==> config.mk <==
export PLATFORM = sky130hd
export DESIGN_NAME = irq_ctrl_unit
export DESIGN_NICKNAME = d
export VERILOG_FILES = /design/src/rtl/irq_ctrl_pkg.sv /design/src/rtl/irq_src_bank.sv /design/src/rtl/irq_abort_log.sv /design/src/rtl/irq_regif.sv /design/src/rtl/irq_ctrl_unit.sv
export SDC_FILE = /design/constraint.sdc
export NUM_CORES = 1
export LEC_CHECK = 0
export ABC_AREA = 1
export ABC_CLOCK_PERIOD_IN_PS = 1300
export BUFFER_PORTS_ARGS = -buffer_cell sky130_fd_sc_hd__buf_2
export CAP_MARGIN = 20
export CORE_ASPECT_RATIO = 1.2
export CORE_MARGIN = 2
export CORE_UTILIZATION = 51
export DETAILED_ROUTE_END_ITERATION = 6
export HOLD_SLACK_MARGIN = 0.06
export PLACE_DENSITY = 0.89
export SLEW_MARGIN = 20
export SYNTH_ARGS = -nofsm -noshare
export SYNTH_HDL_FRONTEND = slang
export SYNTH_SLANG_ARGS = --single-unit
==> constraint.sdc <==
create_clock -name clk -period 1.3 [get_ports clk]
set_input_delay 0.065 -clock clk [delete_from_list [all_inputs] [get_ports clk]]
set_output_delay 0.065 -clock clk [all_outputs]
set_load 0.01 [all_outputs]
==> src/rtl/irq_ctrl_pkg.sv <==
package irq_ctrl_pkg;

    localparam int NUM_SRC  = 12;
    localparam int ABRT_W   = 13;
    localparam int ADDR_W   = 8;
    localparam int DATA_W   = 16;
    localparam int NUM_CLR  = 10;

    typedef enum logic [3:0] {
        SRC_RX_UNDER  = 4'd0,
        SRC_RX_OVER   = 4'd1,
        SRC_RX_FULL   = 4'd2,
        SRC_TX_OVER   = 4'd3,
        SRC_TX_EMPTY  = 4'd4,
        SRC_RD_REQ    = 4'd5,
        SRC_TX_ABRT   = 4'd6,
        SRC_RX_DONE   = 4'd7,
        SRC_ACTIVITY  = 4'd8,
        SRC_STOP      = 4'd9,
        SRC_START     = 4'd10,
        SRC_GCALL     = 4'd11
    } irq_src_e;

    localparam logic [NUM_SRC-1:0] LEVEL_SRC_MASK = NUM_SRC'(12'h014);
    localparam logic [NUM_SRC-1:0] LATCH_SRC_MASK = ~LEVEL_SRC_MASK;
    localparam logic [ABRT_W-1:0]  ABRT_KEEP_MASK = ABRT_W'(13'h1EBF);

    localparam logic [ADDR_W-1:0] A_MASKED   = 8'h2C;
    localparam logic [ADDR_W-1:0] A_MASK     = 8'h30;
    localparam logic [ADDR_W-1:0] A_RAW      = 8'h34;
    localparam logic [ADDR_W-1:0] A_CLR_ALL  = 8'h40;
    localparam logic [ADDR_W-1:0] A_CLR_BASE = 8'h44;
    localparam logic [ADDR_W-1:0] A_ABRT     = 8'h80;

    typedef struct packed {
        logic              rd;
        logic              wr;
        logic [ADDR_W-1:0] addr;
        logic [DATA_W-1:0] wdata;
    } reg_req_t;

    typedef struct packed {
        logic [NUM_SRC-1:0] bits;
        logic               all;
    } clr_req_t;

    // Clear slot k maps to the k-th pulse-driven status bit in ascending order.
    function automatic int slot_to_bit(input int k);
        if (k < 2)       return k;
        else if (k == 2) return 3;
        else             return k + 2;
    endfunction

    function automatic logic [NUM_SRC-1:0] decode_clear(
        input logic rd, input logic [ADDR_W-1:0] addr);
        logic [NUM_SRC-1:0] v;
        v = '0;
        for (int k = 0; k < NUM_CLR; k++) begin
            if (rd && addr == ADDR_W'(int'(A_CLR_BASE) + 4 * k))
                v[slot_to_bit(k)] = 1'b1;
        end
        return v;
    endfunction

endpackage

==> src/rtl/irq_src_bank.sv <==
module irq_src_bank
    import irq_ctrl_pkg::*;
(
    input  logic               clk,
    input  logic               rst,
    input  logic [NUM_SRC-1:0] evt_pulse,
    input  logic               rx_full_lvl,
    input  logic               tx_empty_lvl,
    input  clr_req_t           clr,
    output logic [NUM_SRC-1:0] raw
);

    for (genvar i = 0; i < NUM_SRC; i++) begin : g_src
        if (i == int'(SRC_RX_FULL)) begin : g_rxf
            assign raw[i] = rx_full_lvl;
        end else if (i == int'(SRC_TX_EMPTY)) begin : g_txe
            assign raw[i] = tx_empty_lvl;
        end else begin : g_latch
            logic hold_q;
            always_ff @(posedge clk) begin
                if (rst)
                    hold_q <= 1'b0;
                else if (evt_pulse[i])
                    hold_q <= 1'b1;      // new event beats a same-cycle clear
                else if (clr.bits[i] || clr.all)
                    hold_q <= 1'b0;
            end
            assign raw[i] = hold_q;
        end
    end

    logic unused_lvl_evt;
    assign unused_lvl_evt = ^(evt_pulse & LEVEL_SRC_MASK);

endmodule

==> src/rtl/irq_abort_log.sv <==
module irq_abort_log
    import irq_ctrl_pkg::*;
(
    input  logic              clk,
    input  logic              rst,
    input  logic              abort_evt,
    input  logic              abort_pending,
    input  logic              wipe,
    input  logic [ABRT_W-1:0] reason,
    output logic [ABRT_W-1:0] abrt_src
);

    logic [ABRT_W-1:0] src_q;
    logic [ABRT_W-1:0] src_d;
    logic              collect;

    always_comb begin
        collect = abort_evt || (abort_pending && !wipe);
        src_d   = wipe ? '0 : src_q;
        if (collect)
            src_d = src_d | (reason & ABRT_KEEP_MASK);
    end

    always_ff @(posedge clk) begin
        if (rst) src_q <= '0;
        else     src_q <= src_d;
    end

    assign abrt_src = src_q;

endmodule

==> src/rtl/irq_regif.sv <==
module irq_regif
    import irq_ctrl_pkg::*;
(
    input  logic               clk,
    input  logic               rst,
    input  reg_req_t           req,
    input  logic [NUM_SRC-1:0] raw,
    input  logic [ABRT_W-1:0]  abrt_src,
    output logic [NUM_SRC-1:0] mask,
    output clr_req_t           clr,
    output logic               abrt_wipe,
    output logic [DATA_W-1:0]  rdata
);

    logic [NUM_SRC-1:0] mask_q;
    logic [DATA_W-1:0]  rdata_q;
    logic [DATA_W-1:0]  rmux;

    always_comb begin
        clr.bits  = decode_clear(req.rd, req.addr);
        clr.all   = req.rd && (req.addr == A_CLR_ALL);
        abrt_wipe = clr.all || clr.bits[SRC_TX_ABRT];
    end

    always_comb begin
        rmux = '0;
        if (req.addr == A_MASKED)
            rmux = DATA_W'(raw & mask_q);
        else if (req.addr == A_MASK)
            rmux = DATA_W'(mask_q);
        else if (req.addr == A_RAW)
            rmux = DATA_W'(raw);
        else if (req.addr == A_ABRT)
            rmux = DATA_W'(abrt_src);
        else if (req.addr == A_CLR_ALL)
            rmux = DATA_W'(|(raw & LATCH_SRC_MASK));
        else if (|decode_clear(1'b1, req.addr))
            rmux = DATA_W'(|(raw & decode_clear(1'b1, req.addr)));
    end

    always_ff @(posedge clk) begin
        if (rst) begin
            mask_q  <= '0;
            rdata_q <= '0;
        end else begin
            if (req.wr && req.addr == A_MASK)
                mask_q <= req.wdata[NUM_SRC-1:0];
            if (req.rd)
                rdata_q <= rmux;
        end
    end

    logic unused_wdata_hi;
    assign unused_wdata_hi = ^req.wdata[DATA_W-1:NUM_SRC];

    assign mask  = mask_q;
    assign rdata = rdata_q;

endmodule

==> src/rtl/irq_ctrl_unit.sv <==
module irq_ctrl_unit
    import irq_ctrl_pkg::*;
(
    input  logic               clk,
    input  logic               rst,
    input  logic [NUM_SRC-1:0] evt_pulse,
    input  logic               rx_full_lvl,
    input  logic               tx_empty_lvl,
    input  logic [ABRT_W-1:0]  abrt_reason,
    input  logic               reg_wr,
    input  logic               reg_rd,
    input  logic [ADDR_W-1:0]  reg_addr,
    input  logic [DATA_W-1:0]  reg_wdata,
    output logic [DATA_W-1:0]  reg_rdata,
    output logic               irq
);

    reg_req_t           req;
    clr_req_t           clr;
    logic [NUM_SRC-1:0] raw_stat;
    logic [NUM_SRC-1:0] mask_q;
    logic [ABRT_W-1:0]  abrt_src;
    logic               abrt_wipe;
    logic               irq_q;

    assign req = '{rd: reg_rd, wr: reg_wr, addr: reg_addr, wdata: reg_wdata};

    irq_regif u_regif (
        .clk       (clk),
        .rst       (rst),
        .req       (req),
        .raw       (raw_stat),
        .abrt_src  (abrt_src),
        .mask      (mask_q),
        .clr       (clr),
        .abrt_wipe (abrt_wipe),
        .rdata     (reg_rdata)
    );

    irq_src_bank u_bank (
        .clk          (clk),
        .rst          (rst),
        .evt_pulse    (evt_pulse),
        .rx_full_lvl  (rx_full_lvl),
        .tx_empty_lvl (tx_empty_lvl),
        .clr          (clr),
        .raw          (raw_stat)
    );

    irq_abort_log u_abrt (
        .clk           (clk),
        .rst           (rst),
        .abort_evt     (evt_pulse[SRC_TX_ABRT]),
        .abort_pending (raw_stat[SRC_TX_ABRT]),
        .wipe          (abrt_wipe),
        .reason        (abrt_reason),
        .abrt_src      (abrt_src)
    );

    always_ff @(posedge clk) begin
        if (rst) irq_q <= 1'b0;
        else     irq_q <= |(raw_stat & mask_q);
    end

    assign irq = irq_q;

endmodule

==> impl_metrics.toml, run 1 <==
[critical_path]
crit_fanout = 6
cp-end-kind = "register"
path_cells = "nand3_1 > nand2_1 > nor2_1 > nand2_1 > nor2_1 > nand4_1 > nand2_1 > a21oi_1"
reg2reg_from = "u_bank.g_src[8].g_latch.hold_q"
crit_start = "u_bank.g_src[8].g_latch.hold_q"
cp.arrival_ns = 1.39
path_class = "reg2reg"
critPathTopFamily = "simple AND/OR/NAND/NOR gates"
crit_slowest_cell = "dfxtp_1"
crit_top_cell = "nand2_1"
max_stage_delay_ns = 0.40
crit_buf_inv = 0
worstPathRequired_ns = 1.48
critPathLaunchType = "register"

[power]
power_density_nw_per_um2 = 961.2
ir_drop_uv = 649.9
leakage_uw = 0.001508

[synth]
yosys.area_share.xor_xnor_pct = 0
synth_fa_ha_area_share_pct = 0
syn-cell-area_um2 = 2440
ys_seq_area_share_pct = 38.56
ys_types = 29
synth_top_family_by_area = "simple AND/OR/NAND/NOR gates"
yosysWarnings = 0
yosys.area_share.simple_pct = 39.23
synth_compound_area_share_pct = 12.41
synth_seq_cells = 47
avgSynthCellArea_um2 = 6.971
synthCells = 350
synthMuxAreaShare_pct = 0

[floorplanning]
core_um2 = 4594
die_h_um = 79.77
dieArea_um2 = 5356
ios = 72
initial_core_util_pct = 53.10
die_w_um = 67.14
rows = 27

[run_status]
status = "complete, no violations"

[clock_tree]
cts.sinks = 47
clock_path_buffers = 2
clock_latency_ns = 0.30
tritoncts = "done"
clockRootBuffer = "clkbuf_8"
htree_num_levels = 2
cts_setup_buffers = 0
cts_buffers = 5
clkTransAtPathRegs_ns = 0.08

[grt]
track_usage_pct = 30.18
first_global_vias = 2773
grt_overflow_total = 0
antenna_found_initial = 0
grt_max_degree = 27
grt_pass1_wl_mm = 12.16

[final_layout]
layout_commonest_cell = "nand2_1"
nNetsFinal = 508
final_cells = 512
fin_area_um2 = 3346
area_growth_pct = 37.13
utilization_pct = 72.82
n_antenna_cell = 0
drive_above_1_share_pct = 29.96
final_cell_mix = "nand2_1, buf_2, nand3_1, dfxtp_1, nor2_1"

[timing]
drv_slew = 0
clock.fmax_mhz = 826.4
hold_viol = 0
skew_ns = 0.005134
fin_crit_ns = 1.210
final.setup.tns_ns = 0
fin_crit_sh_pct = 93.08
setup_violations = 0
grt_setup_unrepaired = "no"

[route]
drt-initial-drc-count = 207
route.vias.total = 2774
ant_nets = 0
firstDrtPassIters = 5
via_per_inst = 5.418
drt-total-wl_mm = 7.277
routedWlPerCell_um = 14.21
post-route-drc-count = 0

[place]
routabilityCongestion = 0.9612
place_hpwl_mm = 4.985
place_area_um2 = 2893
port_buffers = 60
dp_cells = 476

[flow_run]
drv_cap = 0

[worst_hold_path]
min_from = "reg_wdata[9]"
hold_class = "in2reg"
==> kinds of logic (layout without fill, tap and decap cells) <==
group / after synthesis / after routing
and+or+nand+nor: 200 / 200
AOI/OAI and AO/OA: 52 / 52
buffers and inverters: 50 / 152
DFF: 47 / 47
other: 1 / 3
==> worst reg2reg max path, stage by stage (launching register included) <==
cell and delay [ns]:
dfxtp_1 0.40, nand3_1 0.12, nand2_1 0.05, nor2_1 0.11
nand2_1 0.08, nor2_1 0.10, nand4_1 0.08, nand2_1 0.10
a21oi_1 0.06
==> Yosys cell counts (all sizes together) <==
cell | n | area share (%)
nor3 | 2 | 0.41
o211ai | 2 | 0.62
nand3 | 47 | 10
nor2 | 40 | 7.6
o2111ai | 6 | 2.2
o21ai | 18 | 3.8
nand2 | 103 | 19
dfxtp | 47 | 39
nor4 | 2 | 0.51
a21oi | 22 | 4.5
clkbuf | 6 | 0.92
o31ai | 1 | 0.31
inv | 32 | 5.2
a41oi | 2 | 0.72
buf | 12 | 3.5
conb | 1 | 0.15
nand4 | 6 | 1.5
a31oi | 1 | 0.26
==> layer usage <==
metal / vias to the layer above / part of all wire [%] / GRT usage (%)
met5: - / 0 / 0
met4: 0 / 5.0 / 18.57
met3: 37 / 6.1 / 5.642
met2: 120 / 53 / 53.56
met1: 1270 / 36 / 32.06
li1: 1347 / - / -
==> per-stage QoR <==
stage | setup slack (ns) | power, uW | hold WS, ns
after floorplan | 0.1005 | 1783 | 0.1581
after global placement | -0.05636 | 1912 | 0.2598
after detailed placement | -0.1456 | 1927 | 0.2680
after CTS | 0.08586 | 3203 | 0.07431
after global routing | 0.0008203 | 3351 | 0.08283
final | 0.08999 | 3216 | 0.07902
==> timing repair <==
action,in CTS,in global routing
endpoints found under the setup margin,0,14
endpoints found under the hold margin,28,0
hold buffers,28,0
resized for setup,0,11
==> path summary, 6_finish.rpt <==
path         slack, ns          endpoint  depth (start not counted)
max               0.09  u_regif.rdata[0]                          8
min               0.08   u_regif.mask[9]                          3
max reg2reg       0.09  u_regif.rdata[0]                          8
min reg2reg       0.47  u_regif.rdata[9]                          2
==> registers in the layout, summed over array words and instances, names as in the netlist <==
signal / count
u_regif.rdata: 13
u_abrt.abrt_src: 11
u_regif.mask: 12
u_bank.g_src.g_latch.hold_q: 10
irq: 1
==> area by class of cell <==
type                    count  area [um2]
multi-input cells         255        1303
clock buffers               6       72.57
fillers                   362        1249
inverters                  32       131.4
flip-flops and latches     47       945.9
well taps                  58       72.57
clock inverters             2       60.06
repair buffers            112       760.7
==> where the power goes <==
group	total, uW	switching (uW)	leakage, uW	internal (uW)
Sequential	1560	61.2	0.000387	1500
Combinational	418	215	0.00106	203
Clock	1230	466	0.0000654	768
Note: power is estimated with default switching activity, not from simulation.
==> run 2, diff against run 1 <==
Settings changed: SETUP_SLACK_MARGIN set to 0.5, TNS_END_PERCENT set to 10.
==> run 2 against run 1 <==
Final cell count up 0.59%. Clock power down 32%. Critical path depth down 1. Final area up 3.1%. Clock skew down 0.0016 ns. Worst hold slack worse by 0.025 ns. First-iteration DRC count up 26%.
==> impl_metrics.toml, run 2 (synthesis results as in run 1) <==
[clock_tree]
clock_path_buffers = 2
tritoncts = "done"
clkTransAtPathRegs_ns = 0.08
clock_latency_ns = 0.30
cts.sinks = 47
cts_buffers = 5
htree_num_levels = 2
clockRootBuffer = "clkbuf_8"

[route]
via_per_inst = 5.553
firstDrtPassIters = 5
routedWlPerCell_um = 14.72
drt-initial-drc-count = 260
ant_nets = 0
drt-total-wl_mm = 7.580
post-route-drc-count = 0
route.vias.total = 2860

[final_layout]
multiInputGateArea_um2 = 1361
regArea_um2 = 949.7
fin_area_um2 = 3451
largest_reg_flops = 13
n_antenna_cell = 0
n_fill_cell = 320
nNetsFinal = 511
final_cell_mix = "nand2_1, buf_2, nand3_1, dfxtp_1, nor2_1"
layout_commonest_cell = "nand2_1"
area_growth_pct = 41.44
drive_above_1_share_pct = 32.60

[critical_path]
reg2reg_to = "u_regif.rdata[0]"
r2r_cells = 7
crit_path_end = "u_regif.rdata[0]"
worstPathRequired_ns = 1.48
path_cells = "buf_4 > nand3_1 > nand4_1 > nor2_1 > nand4_1 > nand2_1 > a21oi_1"
reg2reg_from = "u_bank.g_src[6].g_latch.hold_q"
crit_slowest_cell = "dfxtp_4"
crit_top_cell = "nand4_1"
crit_start = "u_bank.g_src[6].g_latch.hold_q"
crit_fanout = 4
regToRegSetupSlack_ns = 0.14
critPathLaunchType = "register"
cp.arrival_ns = 1.34
path_class = "reg2reg"
cp-end-kind = "register"
max_stage_delay_ns = 0.37

[grt]
first_global_vias = 2883
grt_overflow_total = 0
grt_pass1_wl_mm = 12.14
track_usage_pct = 29.88
grt_max_degree = 27
antenna_found_initial = 0

[flow_run]
drv_cap = 0

[power]
power_density_nw_per_um2 = 826.1
ir_drop_uv = 585.4
leakage_uw = 0.001542

[place]
port_buffers = 60
place_hpwl_mm = 5.126
routabilityCongestion = 0.9619
place_area_um2 = 2943

[timing]
fin_crit_sh_pct = 88.91
clock.fmax_mhz = 865.1
fin_crit_ns = 1.156
final.setup.tns_ns = 0
hold_viol = 0
drv_slew = 0
skew_ns = 0.003543
grt_setup_unrepaired = "yes"
setup_violations = 0

[run_status]
status = "complete, no violations"

[worst_hold_path]
holdPathStages = 3
hold_class = "in2reg"

[floorplanning]
dieArea_um2 = 5356
rows = 27
ios = 72
initial_core_util_pct = 53.10
die_h_um = 79.77
core_um2 = 4594
die_w_um = 67.14
## run 2: changes by cell type in the layout (fill, tap and decap cells not counted), sizes merged
cell and delta:
bufbuf +1, inv +1, clkbuf +1, bufinv -2, buf +1, clkinv +1, clkinvlp -1, dlygate4sd3 +1
## run 2: how the worst min path moves through the flow
| stage | slack, ns | startpoint | to |
|---|---|---|---|
| final | 0.05 | reg_wdata[2] | u_regif.mask[2] |
| after global routing | 0.09 | reg_wdata[2] | u_regif.mask[2] |
| after CTS | 0.06 | reg_wdata[2] | u_regif.mask[2] |
| after detailed placement | 0.26 | abrt_reason[0] | u_abrt.abrt_src[0] |
| after global placement | 0.25 | abrt_reason[0] | u_abrt.abrt_src[0] |
| after floorplan | 0.15 | abrt_reason[11] | u_abrt.abrt_src[11] |
## run 2: layer usage
| metal | vias up | wire (um) | GRT usage, % |
|---|---|---|---|
| li1 | 1352 | - | - |
| met1 | 1298 | 2688 | 30.62 |
| met2 | 161 | 4003 | 53.66 |
| met3 | 49 | 542 | 7.052 |
| met4 | 0 | 345 | 17.55 |
| met5 | - | 0 | 0 |
## run 2: power breakdown
part | total, uW | leakage, uW | internal [uW] | switching (uW)
clock | 834 | 0.0000422 | 378 | 457
combinational | 445 | 0.00111 | 213 | 232
sequential | 1570 | 0.000387 | 1500 | 67.5
## run 2: layout make-up
cell class	instances	area share [%]
clock buffers	7	2.212
repair buffers	115	24.04
well taps	58	2.103
clock inverters	1	0.1450
inverters	32	4.532
flip-flops and latches	47	27.52
multi-input cells	255	39.45
## run 2: repair_timing
action,in CTS,in global routing
endpoints found under the setup margin,60,61
hold buffers,29,0
gates resized for setup,15,10
hold endpoints to repair,29,0
pin swaps,3,3
gates cloned,1,1
setup buffers,1,1
## run 2: metrics by stage
step	instances	hold slack [ns]	power (uW)	utilization (%)	setup slack, ns
finish	515	0.05368	2851	75.11	0.1441
global route	515	0.08676	2952	75.11	0.02536
CTS	513	0.06174	2824	73.91	0.1635
detailed placement	474	0.2647	1947	64.05	-0.1321
global placement	474	0.2549	1932	64.05	-0.02890
floorplan	352	0.1527	1797	-	0.1458
## run 2: critical path: cells and delay by family, from the launching register on
| kind | cells | cell delay [ns] |
|---|---|---|
| AOI/OAI and AO/OA | 1 | 0.06 |
| buffers and inverters | 1 | 0.15 |
| DFF | 1 | 0.37 |
| and+or+nand+nor | 5 | 0.46 |
==> run 3, diff against run 2 <==
Settings changed: BUFFER_PORTS_ARGS -buffer_cell sky130_fd_sc_hd__buf_2 to not set, CORE_MARGIN 2 to 10, CORE_UTILIZATION 51 to 55, DONT_BUFFER_PORTS set to 1, PLACE_DENSITY 0.89 to 0.8.
==> run 3 against run 2 <==
The flow now finishes with violations (negative hold slack). Die area grew 40%. Sequential power is essentially flat. First-iteration DRC count shrank 38%. Sequential share of layout area grew 3.9 points. Critical endpoint unchanged.
==> impl_metrics.toml, run 3 (synthesis results as in run 1) <==
[critical_path]
max_stage_delay_ns = 0.35
cp.arrival_ns = 1.39
cp-end-kind = "register"
path_cells = "nor2_2 > nand3_1 > nor3_2 > nand2_1 > nand3_1 > nand4_1 > nand2_1 > a21oi_1"
path_class = "reg2reg"
critPathLaunchType = "register"
regToRegSetupSlack_ns = 0.11
crit_path_end = "u_regif.rdata[0]"
r2r_cells = 8
reg2reg_from = "u_bank.g_src[6].g_latch.hold_q"
crit_fanout = 5
worstPathRequired_ns = 1.50
reg2reg_to = "u_regif.rdata[0]"
crit_start = "u_bank.g_src[6].g_latch.hold_q"
crit_slowest_cell = "dfxtp_2"

[clock_tree]
clkTransAtPathRegs_ns = 0.09
ctsHoldBuffers = 25
htree_num_levels = 2
cts_buffers = 5
clock_path_buffers = 2
tritoncts = "done"
clockRootBuffer = "clkbuf_8"
cts.sinks = 47
clock_latency_ns = 0.30

[run_status]
status = "finished, violations left"
violations = "negative hold slack"

[timing]
grt_setup_unrepaired = "yes"
final.setup.tns_ns = 0
hold_viol = 22
clock.fmax_mhz = 841.3
skew_ns = 0.009617
hold_slack_ns = -0.1810
setup_ws_ns = 0.1113
setup_violations = 0
drv_slew = 0
fin_crit_ns = 1.189
fin_crit_sh_pct = 91.44

[grt]
grt_pass1_wl_mm = 11.58
antenna_found_initial = 0
first_global_vias = 2480
grt_overflow_total = 0
grt_max_degree = 29
track_usage_pct = 19.11

[final_layout]
nNetsFinal = 441
layout_commonest_cell = "nand2_1"
drive_above_1_share_pct = 21.71
area_growth_pct = 23.95
n_antenna_cell = 0
largest_reg_flops = 13
final_cell_mix = "nand2_1, nand3_1, dfxtp_1, nor2_1, dlygate4sd3_1"

[place]
port_buffers = 0
routabilityCongestion = 0.9391
place_ws_ns = 0.07189
place_hpwl_mm = 5.021

[route]
drt-initial-drc-count = 162
route.vias.total = 2549
via_per_inst = 5.754
ant_nets = 0
firstDrtPassIters = 6
drt-total-wl_mm = 7.207
post-route-drc-count = 0
routedWlPerCell_um = 16.27

[floorplanning]
die_h_um = 92.96
ios = 72
core_um2 = 4262
initial_core_util_pct = 57.25
die_w_um = 80.80
rows = 26
dieArea_um2 = 7511

[power]
leakage_uw = 0.001236
ir_drop_uv = 864.1
power_density_nw_per_um2 = 985.5

[worst_hold_path]
hold_class = "in2reg"

[flow_run]
drv_cap = 0
[run 3: cell types whose count changed in the layout (fill, tap and decap cells not counted), moves of 2 or more]
cell,before,now
nand3_2,2,0
buf_4,24,20
buf_2,59,0
nand3_1,44,46
clkbuf_1,2,0
dlygate4sd3_1,29,25
[run 3: final cells by class]
class	count	area (um2)
timing repair buffer	45	400.4
fill	353	1237
clock inverter	2	35.03
multi-input combinational	255	1333
clock buffer	6	82.58
sequential	47	949.7
inverter	32	153.9
tap	56	70.07
[run 3: power breakdown]
group	internal (uW)	switching (uW)	leakage [uW]
sequential	1500	65.4	0.000387
combinational	149	156	0.000788
clock	622	483	0.0000612
total	2280	705	0.00124
[run 3: critical path, delay by kind of cell, from the launching register on]
| kind | cells | cell delay [ns] |
|---|---|---|
| AOI/OAI and AO/OA | 1 | 0.06 |
| DFF | 1 | 0.35 |
| and+or+nand+nor | 7 | 0.68 |
[run 3: repair_timing]
item | CTS | global route
resized for setup | 6 | 9
pin swaps | 1 | 1
setup buffers | 1 | 0
cloned | 0 | 0
endpoints found under the hold margin | 47 | 23
endpoints found under the setup margin | 30 | 42
[run 3: per-layer routing]
metal  share of wire [%]  up-vias  global-route usage (%)
met4                 4.5        0                   10.84
met1                  34     1148                   18.94
met3                 9.1       37                   6.190
li1                    -     1209                       -
met2                  52      155                   33.78
met5                   0        -                       0
[run 3: metrics by stage]
stage / instances / util, % / total power (uW) / cell area [um2] / hold slack (ns)
after floorplan: 352 / - / 1797 / 2500 / 0.1527
after global placement: 409 / 61.13 / 1813 / 2605 / 0.1371
after detailed placement: 409 / 61.13 / 1821 / 2605 / 0.1391
after CTS: 443 / 70.14 / 2972 / 2989 / -0.1861
after global routing: 443 / 70.96 / 3084 / 3024 / -0.1843
final: 443 / 70.96 / 2980 / 3024 / -0.1810
[run 3: worst min-delay path by stage]
stage | from | to | slack [ns] | depth (start not counted)
6_report | rst | u_bank.g_src[9].g_latch.hold_q | -0.18 | 1
5_1_grt | rst | u_regif.rdata[5] | -0.18 | 1
4_1_cts | rst | u_bank.g_src[9].g_latch.hold_q | -0.19 | 1
3_5_place_dp | rst | u_regif.rdata[0] | 0.14 | 1
3_3_place_gp | rst | u_bank.g_src[5].g_latch.hold_q | 0.14 | 1
2_1_floorplan | abrt_reason[11] | u_abrt.abrt_src[11] | 0.15 | 2
